==> config.mk <==
export PLATFORM = sky130hd
export DESIGN_NAME = grp_intc
export DESIGN_NICKNAME = d
export VERILOG_FILES = /design/src/rtl/grp_intc_pkg.sv /design/src/rtl/grp_intc_capture.sv /design/src/rtl/grp_intc_arb.sv /design/src/rtl/grp_intc.sv
export SDC_FILE = /design/constraint.sdc
export NUM_CORES = 1
export LEC_CHECK = 0
export BUFFER_PORTS_ARGS = -buffer_cell sky130_fd_sc_hd__buf_2
export CORE_AREA = 2 2 149 78
export DETAILED_ROUTE_END_ITERATION = 8
export DIE_AREA = 0 0 151 80
export PLACE_DENSITY = 0.81
export RECOVER_POWER = 100
export SLEW_MARGIN = 20
export SYNTH_ARGS = -nofsm -noshare
export SYNTH_HDL_FRONTEND = slang
export SYNTH_SLANG_ARGS = --single-unit
==> constraint.sdc <==
create_clock -name clk -period 4.9 [get_ports clk]
set_clock_uncertainty 0.05 [all_clocks]
set_input_delay 0.735 -clock clk [delete_from_list [all_inputs] [get_ports clk]]
set_output_delay 0.735 -clock clk [all_outputs]
set_load 0.005 [all_outputs]
==> src/rtl/grp_intc_pkg.sv <==
package grp_intc_pkg;
  localparam int NGRP = 8;
  localparam int SLOT_W = 3;

  typedef enum logic [2:0] {
    W_CFG   = 3'd0,
    W_VEC   = 3'd1,
    W_PEND  = 3'd2,
    W_MASK  = 3'd3,
    W_FORCE = 3'd4,
    W_SLOT  = 3'd5,
    W_SENSE = 3'd6
  } word_e;

  // low bit of slot p inside the slot word
  function automatic int slot_lsb(input int p);
    return (p < 4) ? 20 + (3 - p) * 3 : 4 + (7 - p) * 3;
  endfunction

  function automatic logic [31:0] slot_reset();
    logic [31:0] w;
    w = '0;
    for (int p = 0; p < NGRP; p++) w[slot_lsb(p) +: SLOT_W] = SLOT_W'(p);
    return w;
  endfunction
endpackage

==> src/rtl/grp_intc_capture.sv <==
module grp_intc_capture #(
  parameter int NSRC = 12,
  parameter int NEXT = 4
) (
  input  logic            clk,
  input  logic            rst_n,
  input  logic [NSRC-1:0] src_i,
  input  logic [NEXT-1:0] sense,
  input  logic [NSRC-1:0] ack,
  output logic [NSRC-1:0] pend
);
  for (genvar j = 0; j < NSRC; j++) begin : g_src
    logic s1, s2;
    always_ff @(posedge clk) begin
      if (!rst_n) begin
        s1 <= 1'b0;
        s2 <= 1'b0;
      end else begin
        s1 <= src_i[j];
        s2 <= s1;
      end
    end
    if (j < NEXT) begin : g_ext
      logic s3, latch;
      logic rise_w;
      assign rise_w = s2 & ~s3;
      always_ff @(posedge clk) begin
        if (!rst_n) begin
          s3    <= 1'b0;
          latch <= 1'b0;
        end else begin
          s3    <= s2;
          latch <= rise_w | (latch & ~ack[j]);
        end
      end
      assign pend[j] = sense[j] ? latch : s2;
    end else begin : g_int
      assign pend[j] = s2;
    end
  end
endmodule

==> src/rtl/grp_intc_arb.sv <==
module grp_intc_arb
  import grp_intc_pkg::*;
#(
  parameter int NSRC = 12
) (
  input  logic [NSRC-1:0] act,
  input  logic [31:0]     slots,
  input  logic [6:0]      ovr,
  output logic [6:0]      win
);
  logic [NGRP-1:0] assigned;

  always_comb begin
    assigned = '0;
    for (int p = 0; p < NGRP; p++) assigned[slots[slot_lsb(p) +: SLOT_W]] = 1'b1;
  end

  // lowest rank first, each higher rank overwrites
  always_comb begin
    logic [SLOT_W-1:0] g;
    win = '0;
    for (int u = NGRP - 1; u >= 0; u--)
      if (act[u] && !assigned[u]) win = 7'(u + 1);
    for (int f = NSRC - 1; f >= NGRP; f--)
      if (act[f]) win = 7'(f + 1);
    for (int p = NGRP - 1; p >= 0; p--) begin
      g = slots[slot_lsb(p) +: SLOT_W];
      if (act[g]) win = 7'(int'(g) + 1);
    end
    if (ovr != '0 && int'(ovr) <= NSRC && act[ovr - 7'd1]) win = ovr;
  end
endmodule

==> src/rtl/grp_intc.sv <==
module grp_intc
  import grp_intc_pkg::*;
#(
  parameter int NFIX = 4,
  parameter int NEXT = 4,
  parameter int NSRC = NGRP + NFIX
) (
  input  logic            clk,
  input  logic            rst_n,
  input  logic [NSRC-1:0] src_i,
  input  logic            bus_we,
  input  logic [2:0]      bus_waddr,
  input  logic [31:0]     bus_wdata,
  output logic [31:0]     bus_rdata,
  output logic            irq_o,
  output logic [6:0]      vec_o
);
  function automatic logic [NSRC-1:0] word_to_src(input logic [31:0] w);
    logic [NSRC-1:0] v;
    for (int j = 0; j < NSRC; j++) v[j] = w[30 - j];
    return v;
  endfunction

  function automatic logic [31:0] src_to_word(input logic [NSRC-1:0] v);
    logic [31:0] w;
    w = '0;
    for (int j = 0; j < NSRC; j++) w[30 - j] = v[j];
    return w;
  endfunction

  logic [NSRC-1:0] mask_q, force_q, raw_pend, pend_w, act_w, ack_w;
  logic [NEXT-1:0] sense_q;
  logic [31:0]     slot_q;
  logic [6:0]      ovr_q, win_w, win_q;
  logic            irq_q;
  logic [31:0]     sense_word;

  assign ack_w  = (bus_we && bus_waddr == W_PEND) ? word_to_src(bus_wdata) : '0;
  assign pend_w = raw_pend | force_q;
  assign act_w  = pend_w & mask_q;

  always_comb begin
    sense_word = '0;
    for (int i = 0; i < NEXT; i++) sense_word[15 - i] = sense_q[i];
  end

  always_ff @(posedge clk) begin
    if (!rst_n) begin
      mask_q  <= '0;
      force_q <= '0;
      sense_q <= '0;
      slot_q  <= slot_reset();
      ovr_q   <= '0;
    end else if (bus_we) begin
      case (bus_waddr)
        W_CFG:   ovr_q   <= bus_wdata[30:24];
        W_MASK:  mask_q  <= word_to_src(bus_wdata);
        W_FORCE: force_q <= word_to_src(bus_wdata);
        W_SLOT:  slot_q  <= bus_wdata;
        W_SENSE: for (int i = 0; i < NEXT; i++) sense_q[i] <= bus_wdata[15 - i];
        default: ;
      endcase
    end
  end

  grp_intc_capture #(.NSRC(NSRC), .NEXT(NEXT)) u_cap (
    .clk(clk), .rst_n(rst_n), .src_i(src_i), .sense(sense_q),
    .ack(ack_w), .pend(raw_pend)
  );

  grp_intc_arb #(.NSRC(NSRC)) u_arb (
    .act(act_w), .slots(slot_q), .ovr(ovr_q), .win(win_w)
  );

  always_ff @(posedge clk) begin
    if (!rst_n) begin
      win_q <= '0;
      irq_q <= 1'b0;
    end else begin
      win_q <= win_w;
      irq_q <= |act_w;
    end
  end

  assign vec_o = win_q;
  assign irq_o = irq_q;

  always_comb begin
    case (bus_waddr)
      W_CFG:   bus_rdata = {1'b0, ovr_q, 24'b0};
      W_VEC:   bus_rdata = {25'b0, win_q};
      W_PEND:  bus_rdata = src_to_word(pend_w);
      W_MASK:  bus_rdata = src_to_word(mask_q);
      W_FORCE: bus_rdata = src_to_word(force_q);
      W_SLOT:  bus_rdata = slot_q;
      W_SENSE: bus_rdata = sense_word;
      default: bus_rdata = '0;
    endcase
  end
endmodule

==> results of run 1 <==
-- synth_stat cells (13+ instances only) --
cell / n / area (µm²)
inv_1: 15 / 56.3
a22oi_1: 19 / 143
and3_1: 13 / 81.3
nor2b_1: 23 / 144
a21oi_1: 71 / 355
nand2_1: 161 / 604
dfxtp_1: 107 / 2140
nand3_1: 17 / 85.1
nor2_1: 47 / 176
clkbuf_1: 38 / 143
nor3_1: 18 / 90.1
mux2i_1: 23 / 230
and2_1: 33 / 206
-- final cells by class --
cell class | count | area, µm² | share of cell area [%]
Clock buffer | 9 | 225 | 3.20
Clock inverter | 7 | 68.8 | 0.978
Multi-Input combinational cell | 625 | 3890 | 55.3
Timing Repair Buffer | 97 | 458 | 6.51
Sequential cell | 107 | 2140 | 30.5
Inverter | 18 | 67.6 | 0.961
Tap cell | 145 | 181 | 2.58
-- registers in the layout, indices dropped and copies added (netlist names) --
signal / flops
force_q: 12
u_cap.g_src.g_ext.latch: 4
u_cap.g_src.g_ext.s3: 4
mask_q: 12
irq_o: 1
sense_q: 4
slot_q: 32
u_cap.g_src.s2: 12
vec_o: 7
ovr_q: 7
u_cap.g_src.s1: 12
-- power by group --
part	leakage, µW	internal (µW)	switching (µW)	total (µW)
clock network	0.000143	359	377	736
logic	0.00169	83.5	134	218
registers	0.000873	898	36.8	935
-- stage by stage --
step                util, %  worst slack, ns  hold WS [ns]  cells  area (µm²)
floorplan                 -             2.21         0.362    813        6390
global placement       63.2             1.57         0.363    992        6790
detailed placement     63.2             1.51         0.370    992        6790
CTS                    65.9             1.52         0.382   1008        7080
global route           65.5            0.679         0.397   1008        7030
finish                 65.5            0.944         0.378   1008        7030
-- layer usage --
metal	part of all wire (%)	track usage, %	up-vias
li1	-	-	2983
met1	43	54.9	3163
met2	39	51.3	542
met3	16	14.7	63
met4	2.0	7.85	0
met5	0	0	-
-- path summary, 6_finish.rpt --
kind / slack [ns] / from / end
setup / recovery: 0.94 / bus_waddr[0] / bus_rdata[15]
hold / removal: 0.38 / u_cap.g_src[8].s1$_SDFF_PN0_ / u_cap.g_src[8].s2$_SDFF_PN0_
setup reg to reg: 1.57 / ovr_q[0]$_SDFFE_PN0P_ / vec_o[2]$_SDFF_PN0_
hold reg to reg: 0.38 / u_cap.g_src[8].s1$_SDFF_PN0_ / u_cap.g_src[8].s2$_SDFF_PN0_
-- cell families after synthesis --
group                      count (synthesis)
AOI/OAI and AO/OA                        203
xor gates and xnor gates                  11
adders and majority gates                 10
buffers and inverters                     81
DFF                                      107
muxes                                     40
other                                      1
and+or+nand+nor                          358
==> metrics.md, run 1 <==
| Metric | Value |
|---|---|
| Leak | `between 0.002 and 0.003 µW` |
| Tot Pwr | `roughly 1900 µW` |
| Layout cell share with drive strength beyond 1 | `12.5%` |
| Die Height | `80 µm` |
| Worst Setup End Kind | `output pin` |
| Num CTS Buffers | `9` |
| Hold Path Stages | `1` |
| Fin Setup TNS | `0 ns` |
| Fmax | `253 MHz` |
| Worst-Margin Slew | `roughly 1.9 ns` |
| XOR/XNOR Fraction of Synth Area | `1.51%` |
| Routed WL | `22,100 µm` |
| Root Buffer | `clkbuf_16` |
| Fillers | `890` |
| Cells along the critical path | `clkbuf_1 > nor2b_1 > clkbuf_1 > a22oi_1 > nor2b_1 > clkbuf_1` |
| Worst Setup Start Kind | `input port` |
| Largest net degree at the start of global routing | `45` |
| Delay-heaviest family, CP | `buffers and inverters` |
| Initial antenna violation count | `0` |
| CP Buf/Inv Count | `3` |
| Power Dens Cells | `268 nW/µm²` |
| # port buffers | `89` |
| First DRT Iteration DRCs | `1,154` |
| CP required | `4.12 ns` |
| Top FF cell, synth | `dfxtp_1` |
| Vias per cell | `6.70` |
| IO Count | `90` |
| WL/cell | `approximately 22 µm` |
| Vias in the first global route | `about 6,200` |
| Clock transition at path regs | `~0.080 ns` |
| GRT Resource Usage Total | `about 37%` |
| Worst skew pair latency | `0.35 ns` |
| P&R area growth vs syn | `10.2%` |
| Failing checks | `capacitance limit, slew limit` |
| Most used cell along the critical path | `clkbuf_1` |
| Num rows | `27` |
| Yosys warnings | `0` |
| Sequential area share after synthesis | `33.5%` |
| First-pass GRT wire length | `34,300 µm` |
| Die area | `roughly 12,000 µm²` |
| Relative slew slack | `-29.7%` |
| CP Class | `input port to output pin` |
| Dpl hpwl | `16,100 µm` |
| # setup viols final | `0` |
| CTS resizes | `0` |
| Mean post-synth cell area | `7.87 µm²` |
| Hold Vio Cnt, Final | `0` |
| RSZ-0062 raised after global routing | `no` |
| Status | `finished, violations left` |
| #FFs+latches synth | `107` |
| Clk buf depth | `2` |
| Fin nets | `918` |
| Adder-cell share of the synthesized area | `1.96%` |
| Hold crit path type | `flip-flop to flip-flop` |
| Grt ovf | `0` |
| Core area | `10,700 µm²` |
| Starting Density | `59.4%` |
| DRC Markers | `0` |
| CTS Sinks | `~110` |
| Hold-fix buffers, CTS | `0` |
| Post-synthesis simple-gate area fraction | `a little over a quarter` |
| # diodes | `0` |
| Maximum Capacitance Violations | `1` |
| Post-CTS Setup Bufs | `0` |
| CTS tree | `done` |
| Fraction of synthesis flops using an asynchronous set or reset pin | `0%` |
| Crit-path max cell delay | `1.04 ns` |
| Complex-gate fraction of the synthesized area | `21.8%` |
| Commonest non-fill, non-tap cells in the layout | `nand2_1 (161), dfxtp_1 (107), a21oi_1 (71)` |
| Min cycle time layout | `3.96 ns` |
| Drt pass-1 iters | `6` |
| Mux cell area share after synthesis | `under 10%` |
| Peak supply drop | `0.000227 V` |
| Mapped Cells | `around 800` |
| Post-synth EDFFs | `0` |
| Mapped cell area | `around 6400 µm²` |
| Critical Path Fanout Max | `27` |
| Worst EP arrival | `3.17 ns` |
| Vias | `6,751` |
| Htree depth | `3` |
| Commonest non-fill, non-tap cell in the layout | `nand2_1` |
| Gpl congestion | `1.05` |
| WP depth | `6` |
| Period utilization | `about 80%` |
| Final Max Slew Viols | `45` |
| Worst path slowest cell | `clkbuf_1` |
| Routed Antenna Nets | `0` |
| Die extent in x | `151 µm` |
| Largest family of logic cells by synthesized area | `simple AND/OR/NAND/NOR gates` |
| Number of distinct library cells after synthesis | `80` |
| Reg2reg path depth | `9` |
(Power assumes the default switching activity.)
==> run 2: changes to the inputs <==
- CORE_AREA: 2 2 149 78 -> 2 2 159 83
- DIE_AREA: 0 0 151 80 -> 0 0 161 85
- PLACE_DENSITY: 0.81 -> 0.75
- clock period: 4.9 -> 3.25 ns (I/O delays scaled with it)
==> metrics.md, run 2 (synthesis results as in run 1) <==
| Metric | Value |
|---|---|
| Status | `finished, violations left` |
| Failing checks | `capacitance limit, slew limit` |
| Starting Density | `around 52%` |
| Fin Setup TNS | `0 ns` |
| Hold Path Stages | `2` |
| CP Buf/Inv Count | `0` |
| Grt ovf | `0` |
| Initial antenna violation count | `0` |
| Relative slew slack | `-22.3%` |
| Hold Vio Cnt, Final | `0` |
| Drt pass-1 iters | `7` |
| Period utilization | `between 90% and 100%` |
| Core area | `12,300 µm²` |
| GRT Resource Usage Total | `34.9%` |
| Commonest non-fill, non-tap cells in the layout | `nand2_1 (161), dfxtp_1 (107), a21oi_1 (71)` |
| First DRT Iteration DRCs | `1,045` |
| Worst path slowest cell | `dfxtp_1` |
| Origin of the worst setup path | `slot_q[5]$_SDFFE_PN1P_` |
| WP depth | `9` |
| Largest net degree at the start of global routing | `44` |
| CP Class | `flip-flop to flip-flop` |
| CTS Sinks | `107` |
| Reg2reg path depth | `9` |
| Worst EP arrival | `about 3.2 ns` |
| CTS resizes | `0` |
| Fillers | `1,151` |
| Num CTS Buffers | `9` |
| P&R area growth vs syn | `16.0%` |
| Vias in the first global route | `6,162` |
| Fin area | `about 7400 µm²` |
| GR Util met2 | `44.9%` |
| Worst skew pair latency | `0.36 ns` |
| Post-CTS Setup Bufs | `0` |
| Setup ws final | `approximately 0.27 ns` |
| CP required | `3.50 ns` |
| Num rows | `29` |
| Delay-heaviest family, CP | `compound AO/OA/AOI/OAI gates` |
| Worst-Margin Slew | `about 1.8 ns` |
| WL/cell | `22.0 µm` |
| Number of flip-flops in the largest register | `32` |
| Vias per cell | `6.36` |
| Die Height | `between 80 and 90 µm` |
| Hold crit path type | `input port to flip-flop` |
| # port buffers | `89` |
| Clk buf depth | `2` |
| Peak supply drop | `0.000295 V` |
| Htree depth | `3` |
| CTS tree | `done` |
| Min-delay src | `src_i[9]` |
| DRC Markers | `0` |
| Routed WL | `23,700 µm` |
| Met3 Use GR | `14.7%` |
| Critical Path Fanout Max | `14` |
| Layout cell share with drive strength beyond 1 | `17.2%` |
| Cells along the critical path | `nor3b_1 > a2111oi_0 > nand4b_1 > o21a_1 > o211ai_1 > o21ai_0 > and4b_1 > o41ai_1 > a41o_1` |
| IO Count | `90` |
| Post-placement worst setup slack | `0.451 ns` |
| Die area | `13,700 µm²` |
| Vias | `6,833` |
| First-pass GRT wire length | `around 37,000 µm` |
| Hold-fix buffers, CTS | `0` |
| Root Buffer | `clkbuf_16` |
| Leak | `0.00293 µW` |
| Commonest non-fill, non-tap cell in the layout | `nand2_1` |
| # diodes | `0` |
| Gr busiest metal | `met1` |
| Min cycle time layout | `between 2 and 3 ns` |
| Dpl hpwl | `17,600 µm` |
| Clock transition at path regs | `0.09 ns` |
| Crit-path max cell delay | `0.52 ns` |
| Worst Setup Start Kind | `flip-flop` |
| GRT met1 Usage | `53.1%` |
| RSZ-0062 raised after global routing | `no` |
| FF+latch area | `2140 µm²` |
| Gpl congestion | `1.11` |
| Die extent in x | `161 µm` |
| # setup viols final | `0` |
| Placed Instance Area | `7130 µm²` |
| FF-to-FF Start | `slot_q[5]$_SDFFE_PN1P_` |
| Hold WS | `0.272 ns` |
| Final Max Slew Viols | `44` |
| Maximum Capacitance Violations | `1` |
| Largest Register | `slot_q` |
| Worst Setup End Kind | `flip-flop` |
| Routed Antenna Nets | `0` |
| Multi-input gate area | `approximately 3900 µm²` |
| Power Dens Cells | `around 400 nW/µm²` |
| Fmax | `roughly 340 MHz` |
| Fin nets | `960` |
-- run 2: worst reg2reg max path, cell delays in order (launching register included) --
cell,delay (ns)
dfxtp_1,0.52
nor3b_1,0.26
a2111oi_0,0.42
nand4b_1,0.28
o21a_1,0.21
o211ai_1,0.19
o21ai_0,0.12
and4b_1,0.24
o41ai_1,0.41
a41o_1,0.22
-- run 2: routing by layer --
metal  up-vias  wire length (µm)
li1       3066                 -
met1      3177             10600
met2       545              8690
met3        45              4020
met4         0               354
met5         -                 0
-- run 2: layout make-up --
class                           count  area share (%)
Multi-Input combinational cell    625            52.6
Sequential cell                   107            28.9
Timing Repair Buffer              139            10.4
Clock buffer                        9            3.04
Tap cell                          170            2.87
Clock inverter                      7            1.27
Inverter                           18           0.912
-- run 2: power breakdown --
group,switching (µW),internal (µW),total [µW]
combinational,220,142,362
sequential,45.6,1350,1400
clock,626,567,1190
total,891,2060,2950
-- run 2: path summary, 6_finish.rpt --
check	slack (ns)	end
setup / recovery	0.27	vec_o[1]$_SDFF_PN0_
hold / removal	0.27	u_cap.g_src[9].s1$_SDFF_PN0_
setup reg to reg	0.27	vec_o[1]$_SDFF_PN0_
hold reg to reg	0.39	u_cap.g_src[2].s2$_SDFF_PN0_
-- run 2: per-stage QoR --
stage	power, µW	utilization [%]	std cells
finish	2950	60.0	1075
global route	3040	60.0	1075
CTS	2950	60.4	1075
detailed placement	1780	57.8	1059
global placement	1780	57.8	1059
floorplan	1630	-	813
==> run 3: changes to the inputs <==
- CORE_AREA: 2 2 159 83 -> 2 2 157 82
- CTS_BUF_LIST: default -> sky130_fd_sc_hd__clkbuf_2
- DIE_AREA: 0 0 161 85 -> 0 0 159 84
- PLACE_DENSITY: 0.75 -> 0.77
==> metrics.md, run 3 (synthesis results as in run 1) <==
| Metric | Value |
|---|---|
| Setup crit end | `vec_o[1]$_SDFF_PN0_` |
| Largest Register | `slot_q` |
| Clk buf depth | `2` |
| Crit-path max cell delay | `0.76 ns` |
| IO Count | `90` |
| Number of flip-flops in the largest register | `32` |
| CTS Sinks | `107` |
| Hold Path Stages | `3` |
| Status | `finished, violations left` |
| Hold Vio Cnt, Final | `0` |
| Initial antenna violation count | `0` |
| Reg2reg path depth | `9` |
| Worst Setup Start Kind | `flip-flop` |
| Core area | `12,200 µm²` |
| CP Buf/Inv Count | `0` |
| Worst skew pair latency | `0.64 ns` |
| Final Max Slew Viols | `44` |
| Leak | `just under 0.003 µW` |
| Worst-Margin Slew | `2.00 ns` |
| FF-to-FF Start | `slot_q[4]$_SDFFE_PN1P_` |
| P&R area growth vs syn | `16.5%` |
| Power Dens Cells | `335 nW/µm²` |
| RSZ-0062 raised after global routing | `no` |
| Largest net degree at the start of global routing | `44` |
| WP depth | `9` |
| Htree depth | `3` |
| Hold crit path type | `input port to flip-flop` |
| Peak supply drop | `0.000185 V` |
| Root Buffer | `clkbuf_2` |
| First-pass GRT wire length | `between 30,000 and 40,000 µm` |
| Post-CTS Setup Bufs | `0` |
| Fin Setup TNS | `0 ns` |
| Clock transition at path regs | `0.30 ns` |
| Worst Setup End Kind | `flip-flop` |
| Vias in the first global route | `between 6,000 and 7,000` |
| R2R setup slack | `0.19 ns` |
| Relative slew slack | `-33.5%` |
| Fillers | `1,128` |
| Placed Cells incl. Taps | `between 1,000 and 1,500` |
| Num CTS Buffers | `9` |
| Min cycle time layout | `3.06 ns` |
| Cells along the critical path | `nor3b_1 > a2111oi_0 > nand4b_1 > o21a_1 > o211ai_1 > o21ai_1 > and4b_1 > o41ai_1 > a41o_1` |
| WL/cell | `20.7 µm` |
| Period utilization | `94.0%` |
| Worst path slowest cell | `dfxtp_1` |
| # diodes | `0` |
| Dpl hpwl | `around 16,000 µm` |
| Final std cells w/o fill | `between 1,000 and 1,500` |
| CP required | `3.79 ns` |
| Failing checks | `capacitance limit, slew limit` |
| Origin of the worst setup path | `slot_q[4]$_SDFFE_PN1P_` |
| CP Class | `flip-flop to flip-flop` |
| GRT Resource Usage Total | `33.3%` |
| Delay-heaviest family, CP | `compound AO/OA/AOI/OAI gates` |
| Die area | `13,400 µm²` |
| CTS tree | `done` |
| Routed WL | `between 20,000 and 25,000 µm` |
| Layout cell share with drive strength beyond 1 | `16.0%` |
| First DRT Iteration DRCs | `~1,100` |
| Die extent in x | `~160 µm` |
| Grt ovf | `0` |
| Vias | `6,877` |
| Fmax | `327 MHz` |
| Maximum Capacitance Violations | `1` |
| Worst EP arrival | `between 3 and 4 ns` |
| Worst R2R End | `vec_o[1]$_SDFF_PN0_` |
| DRC Markers | `0` |
| Routed Antenna Nets | `0` |
| Die Height | `84 µm` |
| Drt pass-1 iters | `6` |
| Critical Path Fanout Max | `14` |
| Commonest non-fill, non-tap cell in the layout | `nand2_1` |
| # port buffers | `89` |
| Starting Density | `52.4%` |
| Num rows | `29` |
| Vias per cell | `~6.3` |
| Gpl congestion | `1.11` |
| Commonest non-fill, non-tap cells in the layout | `nand2_1 (161), dfxtp_1 (107), a21oi_1 (71)` |
| Fin nets | `975` |
| # setup viols final | `0` |
-- run 3: final cells by class --
type / count / area, µm² / share of cell area [%]
clock inverter: 6 / 83.8 / 1.13
inverter: 18 / 67.6 / 0.909
sequential: 107 / 2140 / 28.8
multi-input combinational: 625 / 3890 / 52.3
timing repair buffer: 154 / 988 / 13.3
tap: 170 / 213 / 2.86
clock buffer: 10 / 50.0 / 0.673
-- run 3: worst min-delay path by stage --
| stage | slack (ns) | start | endpoint |
|---|---|---|---|
| after floorplan | 0.36 | u_cap.g_src[0].s1$_SDFF_PN0_ | u_cap.g_src[0].s2$_SDFF_PN0_ |
| after global placement | 0.36 | u_cap.g_src[10].s1$_SDFF_PN0_ | u_cap.g_src[10].s2$_SDFF_PN0_ |
| after detailed placement | 0.37 | u_cap.g_src[10].s1$_SDFF_PN0_ | u_cap.g_src[10].s2$_SDFF_PN0_ |
| after CTS | 0.0002 | bus_wdata[19] | force_q[11]$_SDFFE_PN0P_ |
| after global routing | 0.001 | bus_wdata[4] | slot_q[4]$_SDFFE_PN1P_ |
| final | 0.03 | bus_wdata[10] | slot_q[10]$_SDFFE_PN1P_ |
-- run 3: tightest hold or removal path, stage by stage --
cell,delay [ns]
buf_2,0.07
nand2_1,0.04
o211ai_1,0.08
-- run 3: per-layer routing --
| metal | track usage, % | wire length, µm |
|---|---|---|
| met3 | 13.6 | 3480 |
| met5 | 0 | 0 |
| met2 | 45.1 | 8620 |
| met4 | 6.94 | 459 |
| met1 | 48.9 | 9980 |
-- run 3: metrics by stage --
stage	hold WS, ns	setup WS [ns]	total power (µW)	util [%]	instance area [µm²]
after floorplan	0.362	0.744	1630	-	6390
after global placement	0.363	0.470	1760	57.5	7010
after detailed placement	0.370	0.435	1770	57.5	7010
after CTS	0.000190	0.343	2480	60.7	7400
after global routing	0.00110	0.0797	2590	61.0	7440
final	0.0303	0.195	2490	61.0	7440
-- run 3: repair_timing --
action / CTS / global route
hold buffers: 25 / 8
endpoints found under the hold margin: 25 / 12
endpoints found under the setup margin: 0 / 0
resized for setup: 0 / 0
-- run 3: power by group --
group,switching [µW],internal [µW],leakage [µW]
combinational,213,164,0.00200
clock,497,202,0.0000818
sequential,52.4,1360,0.000873
total,762,1730,0.00295
